===== src/rtl/bmap_pkg.sv =====
package bmap_pkg;

  typedef enum logic [1:0] {
    SCH_HOT8K    = 2'd0,
    SCH_HOT16K   = 2'd1,
    SCH_HOT32K   = 2'd2,
    SCH_DATALINE = 2'd3
  } scheme_e;

  // First hotspot address of each hotspot scheme
  function automatic logic [15:0] hot_base(scheme_e s);
    case (s)
      SCH_HOT8K:  return 16'h1FF8;
      SCH_HOT16K: return 16'h1FF6;
      default:    return 16'h1FF4;
    endcase
  endfunction

  // Number of 4 KB banks of each hotspot scheme (0 for the data-line scheme)
  function automatic logic [3:0] hot_count(scheme_e s);
    case (s)
      SCH_HOT8K:  return 4'd2;
      SCH_HOT16K: return 4'd4;
      SCH_HOT32K: return 4'd8;
      default:    return 4'd0;
    endcase
  endfunction

endpackage


===== src/rtl/bmap_switch_dec.sv =====
module bmap_switch_dec
  import bmap_pkg::*;
#(
  parameter int CON_AW  = 13,
  parameter int BANK_W  = 4,
  parameter int DL_LAST = 63
) (
  input  scheme_e             scheme,
  input  logic [CON_AW-1:0]   addr,
  input  logic                wr,
  input  logic [BANK_W-1:0]   data,
  output logic                hit,
  output logic [BANK_W-1:0]   new_bank
);
  localparam logic [CON_AW-1:0] DL_LIMIT = CON_AW'(DL_LAST);

  logic [CON_AW-1:0] base;
  logic [CON_AW-1:0] offs;
  logic [CON_AW-1:0] count;

  always_comb begin
    base  = CON_AW'(hot_base(scheme));
    count = CON_AW'(hot_count(scheme));
    offs  = addr - base;
    hit      = 1'b0;
    new_bank = '0;
    if (scheme == SCH_DATALINE) begin
      if (wr && !addr[CON_AW-1] && (addr <= DL_LIMIT)) begin
        hit      = 1'b1;
        new_bank = data;
      end
    end else if (addr[CON_AW-1] && (addr >= base) && (offs < count)) begin
      hit      = 1'b1;
      new_bank = offs[BANK_W-1:0];
    end
  end
endmodule


===== src/rtl/bmap_bank_reg.sv =====
module bmap_bank_reg
  import bmap_pkg::*;
#(
  parameter int BANK_W = 4
) (
  input  logic              clk,
  input  logic              rst,
  input  scheme_e           scheme,
  input  logic              upd,
  input  logic [BANK_W-1:0] nb,
  output logic [BANK_W-1:0] bank
);
  logic [BANK_W-1:0] rst_bank;

  always_comb begin
    if (scheme == SCH_DATALINE) rst_bank = '0;
    else                        rst_bank = BANK_W'(hot_count(scheme) - 4'd1);
  end

  always_ff @(posedge clk) begin
    if (rst)      bank <= rst_bank;
    else if (upd) bank <= nb;
  end

  AST_HOT_BANK_RANGE: assert property (@(posedge clk) disable iff (rst)
    (scheme != SCH_DATALINE) |-> (bank < BANK_W'(hot_count(scheme))));
endmodule


===== src/rtl/bmap_ser_shift.sv =====
module bmap_ser_shift #(
  parameter int W = 16
) (
  input  logic         clk,
  input  logic         rst,
  input  logic         shift_en,
  input  logic         bit_in,
  output logic [W-1:0] word
);
  always_ff @(posedge clk) begin
    if (rst)           word <= '0;
    else if (shift_en) word <= {word[W-2:0], bit_in};
  end
endmodule


===== src/rtl/bmap_cart_mapper.sv =====
module bmap_cart_mapper
  import bmap_pkg::*;
#(
  parameter int CON_AW  = 13,
  parameter int CART_AW = 16,
  parameter int BANK_W  = 4,
  parameter int PASS_W  = 7
) (
  input  logic               clk,
  input  logic               rst,
  input  logic [1:0]         scheme_sel,
  input  logic               acc_valid,
  input  logic               acc_write,
  input  logic [CON_AW-1:0]  con_addr,
  input  logic [BANK_W-1:0]  con_data,
  input  logic               prog_mode,
  input  logic               ser_shift,
  input  logic               ser_bit,
  input  logic               ser_load,
  output logic [CART_AW-1:0] cart_addr
);
  localparam int WIN_HOT = CON_AW - 1;   // 4 KB hotspot window offset width
  localparam int WIN_DL  = CON_AW - 2;   // 2 KB data-line window offset width

  scheme_e             scheme;
  logic                sw_hit;
  logic [BANK_W-1:0]   sw_bank;
  logic [BANK_W-1:0]   bank;
  logic [CART_AW-1:0]  ser_word;
  logic [CART_AW-1:0]  mapped;
  logic                con_live;

  assign scheme   = scheme_e'(scheme_sel);
  assign con_live = acc_valid && !prog_mode;

  bmap_switch_dec #(.CON_AW(CON_AW), .BANK_W(BANK_W)) i_dec (
    .scheme(scheme), .addr(con_addr), .wr(acc_write), .data(con_data),
    .hit(sw_hit), .new_bank(sw_bank)
  );

  bmap_bank_reg #(.BANK_W(BANK_W)) i_bank (
    .clk(clk), .rst(rst), .scheme(scheme),
    .upd(con_live && sw_hit), .nb(sw_bank), .bank(bank)
  );

  bmap_ser_shift #(.W(CART_AW)) i_ser (
    .clk(clk), .rst(rst), .shift_en(prog_mode && ser_shift),
    .bit_in(ser_bit), .word(ser_word)
  );

  always_comb begin
    mapped = '0;
    if (scheme == SCH_DATALINE) begin
      mapped[WIN_DL-1:0] = con_addr[WIN_DL-1:0];
      if (con_addr[WIN_DL]) mapped[CART_AW-1:WIN_DL] = '1;
      else                  mapped[WIN_DL +: BANK_W] = bank;
    end else begin
      mapped[WIN_HOT-1:0]       = con_addr[WIN_HOT-1:0];
      mapped[WIN_HOT +: BANK_W] = bank;
    end
  end

  always_ff @(posedge clk) begin
    if (rst) begin
      cart_addr <= '0;
    end else if (prog_mode) begin
      if (ser_load) cart_addr <= ser_word;
    end else if (acc_valid && con_addr[CON_AW-1]) begin
      cart_addr <= mapped;
    end
  end

  AST_LOW_BITS_PASS: assert property (@(posedge clk) disable iff (rst)
    (con_live && con_addr[CON_AW-1]) |=>
      (cart_addr[PASS_W-1:0] == $past(con_addr[PASS_W-1:0])));

  AST_NONCART_HOLD: assert property (@(posedge clk) disable iff (rst)
    (!prog_mode && !(acc_valid && con_addr[CON_AW-1])) |=> $stable(cart_addr));

  AST_DL_UPPER_FIXED: assert property (@(posedge clk) disable iff (rst)
    (con_live && con_addr[CON_AW-1] && con_addr[WIN_DL] && scheme == SCH_DATALINE) |=>
      (cart_addr[CART_AW-1:WIN_DL] == '1));

  AST_PROG_LOAD: assert property (@(posedge clk) disable iff (rst)
    (prog_mode && ser_load) |=> (cart_addr == $past(ser_word)));

  AST_PROG_FREEZE: assert property (@(posedge clk) disable iff (rst)
    (prog_mode && !ser_load) |=> $stable(cart_addr));
endmodule


===== config.mk =====
export PLATFORM = sky130hd
export DESIGN_NAME = bmap_cart_mapper
export DESIGN_NICKNAME = d
export VERILOG_FILES = /design/src/rtl/bmap_pkg.sv /design/src/rtl/bmap_switch_dec.sv /design/src/rtl/bmap_bank_reg.sv /design/src/rtl/bmap_ser_shift.sv /design/src/rtl/bmap_cart_mapper.sv
export SDC_FILE = /design/constraint.sdc
export NUM_CORES = 1
export LEC_CHECK = 0
export CORE_ASPECT_RATIO = 2
export CORE_MARGIN = 3
export CORE_UTILIZATION = 30
export CTS_BUF_LIST = sky130_fd_sc_hd__clkbuf_4 sky130_fd_sc_hd__clkbuf_8
export DETAILED_ROUTE_END_ITERATION = 10
export GPL_ROUTABILITY_DRIVEN = 1
export GPL_TIMING_DRIVEN = 0
export PLACE_DENSITY = 0.55
export SLEW_MARGIN = 20
export SYNTH_ARGS = -nofsm -noshare
export SYNTH_HDL_FRONTEND = slang
export SYNTH_SLANG_ARGS = --single-unit

===== constraint.sdc =====
create_clock -name clk -period 5.4 [get_ports clk]
set_clock_uncertainty 0.2 [all_clocks]
set_input_delay 0.81 -clock clk [delete_from_list [all_inputs] [get_ports clk]]
set_output_delay 0.81 -clock clk [all_outputs]
set_load 0.05 [all_outputs]

==> summary.md <==
| Metric | Value |
|---|---|
| Commonest non-fill, non-tap cell in the layout | `clkdlybuf4s50_1` |
| Placement Cell Area | `2405 µm²` |
| Worst Hold Path EP | `i_ser.word[13]` |
| Reg clk slew, reported paths | `0.07 ns` |
| Drt total wl | `4.869 mm` |
| Vias in the first global route | `between 1500 and 2000` |
| Max cap viols | `0` |
| Wire per inst | `13.83 µm` |
| Worst R2R Setup Slack | `4.17 ns` |
| Setup Buffers After CTS | `0` |
| Req. time, crit path | `between 5 and 6 ns` |
| Global route overflow | `0` |
| Cell Int Power | `between 400 and 500 µW` |
| Crit-path most repeated cell | `ha_1` |
| Crit path max fanout | `4` |
| DR DRC count | `0` |
| Share of power burned in registers | `46.0%` |
| DRT antenna net count | `0` |
| Final #Nets | `307` |
| Die Area | `7344 µm²` |
| Initial Utilization | `31.20%` |
| Worst r2r dst | `cart_addr[12]` |
| Drt via density | `roughly 4.7` |
| First DRT Iteration DRCs | `23` |
| VDD IR max | `0.1056 mV` |
| Final HPWL DP | `4.029 mm` |
| All-layer global routing usage | `13.83%` |
| Synth Net Count | `259` |
| Port-buffer cells | `41` |
| Tightest Pin Transition | `0.5201 ns` |
| Worst setup margin | `1.658 ns` |
| Pwr dens | `251.3 nW/µm²` |
| Largest net degree at the start of global routing | `12` |
| Post-synthesis register bit count | `36` |
| Final min period | `3.742 ns` |
| P&R area growth vs syn | `31.99%` |
| EDFF count, synth | `4` |
| Root Buffer | `clkbuf_8` |
| Worst skew pair latency | `0.28 ns` |
| Post-synth ARST share | `0%` |
| Clk network pwr share | `30.8%` |
| # rows | `40` |
| Hold_sp | `i_ser.word[12]` |
| Post-synthesis instance area | `1889 µm²` |
| Hold Vio Cnt, Final | `0` |
| Crit path capture type | `register` |
| Cell variety after synth | `33` |
| Post-layout util | `between 40% and 50%` |
| Largest stage delay on the critical path | `approximately 0.51 ns` |
| Gate power share | `between 20% and 30%` |
| CTS Buf Count | `5` |
| Setup tns final | `0 ns` |
| Die Height | `118.2 µm` |
| Dominant synthesized flop cell | `dfxtp_1` |
| Hold depth | `2` |
| Critical-path top delay cell | `clkdlybuf4s50_1` |
| Cts repair resizes | `0` |
| Slew HR | `65.32%` |
| Die X | `62.12 µm` |
| Total core area | `approximately 6100 µm²` |
| CP cell instances | `clkdlybuf4s50_1 > inv_1 > ha_1 > ha_1 > fa_1 > xnor2_1 > ha_1 > nand4b_1 > a2111oi_4 > o2111ai_1 > nand2_1` |
| Number of diodes | `0` |
| I/O Pins | `43` |
| CTS tree | `built` |
| CTS Hold Bufs | `0` |
| Final instance area | `2494 µm²` |
| Mean Syn Cell Area | `8.627 µm²` |
| Vias | `about 1700` |
| Seq/Total Area, Yosys | `40.26%` |
| Setup violators final | `0` |
| Startpoint types | `primary input` |
| Deepest clock path buffer count | `2` |
| Commonest cells after routing, fill and taps aside | `clkdlybuf4s50_1 (41), nand2_1 (40), dfxtp_1 (32)` |
| Share of layout cells above drive strength 1 | `under 10%` |
| R2R cell count | `4` |
| Fmax | `267.2 MHz` |
| Final Max Slew Viols | `0` |
| Initial antenna violation count | `0` |
| Pre-CTS WS | `between 1 and 1.5 ns` |
| Period Utilization, post-route | `69.30%` |
| Worst EP arrival | `3.53 ns` |
| GP Congestion | `between 0.8 and 0.9` |
| RSZ-0062 raised after global routing | `false` |
| H-tree depth | `2` |
| Syn. warnings | `0` |
| Switch share | `between 20% and 30%` |
| First-pass GRT wire length | `8.079 mm` |
| Crit path kind | `primary input to register` |
| Post-synthesis cell count | `about 220` |
| CTS Sinks | `36` |
| Final hold slack | `roughly 0.27 ns` |
| LEAKAGE | `0.0009243 µW` |
| Initial DRT Pass Iterations | `4` |
| NetSw | `186.2 µW` |
| Hold WC Path Type | `register to register` |
| Status | `finished, final reports clean` |
| R2r startpoint | `i_bank.bank[1]` |
==> per-layer routing <==
layer	routed length, µm	up-vias	global-route usage (%)
met5	0	-	0
met2	2849	32	27.50
met4	130	0	6.787
met3	116	9	1.616
met1	1773	768	13.57
li1	-	852	-
==> sequential cells by signal, summed over array words and instances, names as in the netlist <==
name         cells
cart_addr       16
i_bank.bank      4
i_ser.word      16
==> cells in the mapped netlist, drive strengths merged, types with 2 or more instances <==
cell type  count  area, µm²
o31ai          2      15.01
nand2         40      150.1
o21ai          6      30.02
nor2b          2      12.51
mux2i         14      140.1
inv           10      37.54
nor2          22      82.58
nand2b         2      12.51
edfxtp         4      120.1
buf            7      32.53
nand3b         2      15.01
a211oi        17      127.6
dfxtp         32      640.6
clkbuf         7      26.28
a22oi          2      15.01
a21boi         2      15.01
a21oi         23      115.1
ha            12      150.1
==> area by class of cell <==
cell class              count  area (µm²)
plain buffers              14       58.81
clock buffers               7       83.83
clock inverters             1       5.005
fillers                   614        3562
inverters                  10       37.54
multi-input cells         159        1032
flip-flops and latches     36       760.7
well taps                  84       105.1
repair buffers             41       410.4
==> how the worst max path moves through the flow <==
stage / startpoint / end / slack [ns] / cells past startpoint
floorplan: scheme_sel[1] / i_bank.bank[0] / 2.13 / 10
global placement: scheme_sel[1] / i_bank.bank[2] / 1.37 / 11
detailed placement: scheme_sel[1] / i_bank.bank[1] / 1.32 / 11
CTS: scheme_sel[1] / i_bank.bank[1] / 1.64 / 11
global route: scheme_sel[1] / i_bank.bank[3] / 1.49 / 11
finish: scheme_sel[1] / i_bank.bank[2] / 1.66 / 11
==> cell families (layout without fill, tap and decap cells) <==
| logic type | Yosys count | count (layout) | share of synthesized area (%) |
|---|---|---|---|
| xor gates and xnor gates | 1 | 1 | 0.4637 |
| DFF | 36 | 36 | 40.26 |
| adders and majority gates | 13 | 13 | 9.006 |
| AOI/OAI and AO/OA | 55 | 55 | 19.40 |
| muxes | 14 | 14 | 7.417 |
| buffers and inverters | 24 | 73 | 5.100 |
| and+or+nand+nor | 76 | 76 | 18.34 |
==> worst max-delay path: cells and delay by family <==
| family | cells | cell delay (ns) |
|---|---|---|
| XOR/XNOR | 1 | 0.18 |
| AO/OA/AOI/OAI | 2 | 0.53 |
| adder cells (fa/ha/maj) | 4 | 1.00 |
| AND/OR/NAND/NOR | 2 | 0.39 |
| buffers and inverters | 2 | 0.62 |
==> power groups by stage <==
| stage | Combinational [µW] | Clock, µW | Sequential [µW] |
|---|---|---|---|
| finish | 145 | 193 | 288 |
| floorplan | 58.1 | 0 | 324 |
| global placement | 147 | 0 | 294 |
| detailed placement | 147 | 0 | 295 |
| CTS | 148 | 199 | 288 |
| global route | 159 | 207 | 289 |
==> metrics by stage <==
| stage | total power, µW | std cells |
|---|---|---|
| after floorplan | 382.6 | 219 |
| after global placement | 440.8 | 344 |
| after detailed placement | 442.0 | 344 |
| after CTS | 634.8 | 352 |
| after global routing | 655.4 | 352 |
| final | 626.6 | 352 |
(Power assumes the default switching activity.)
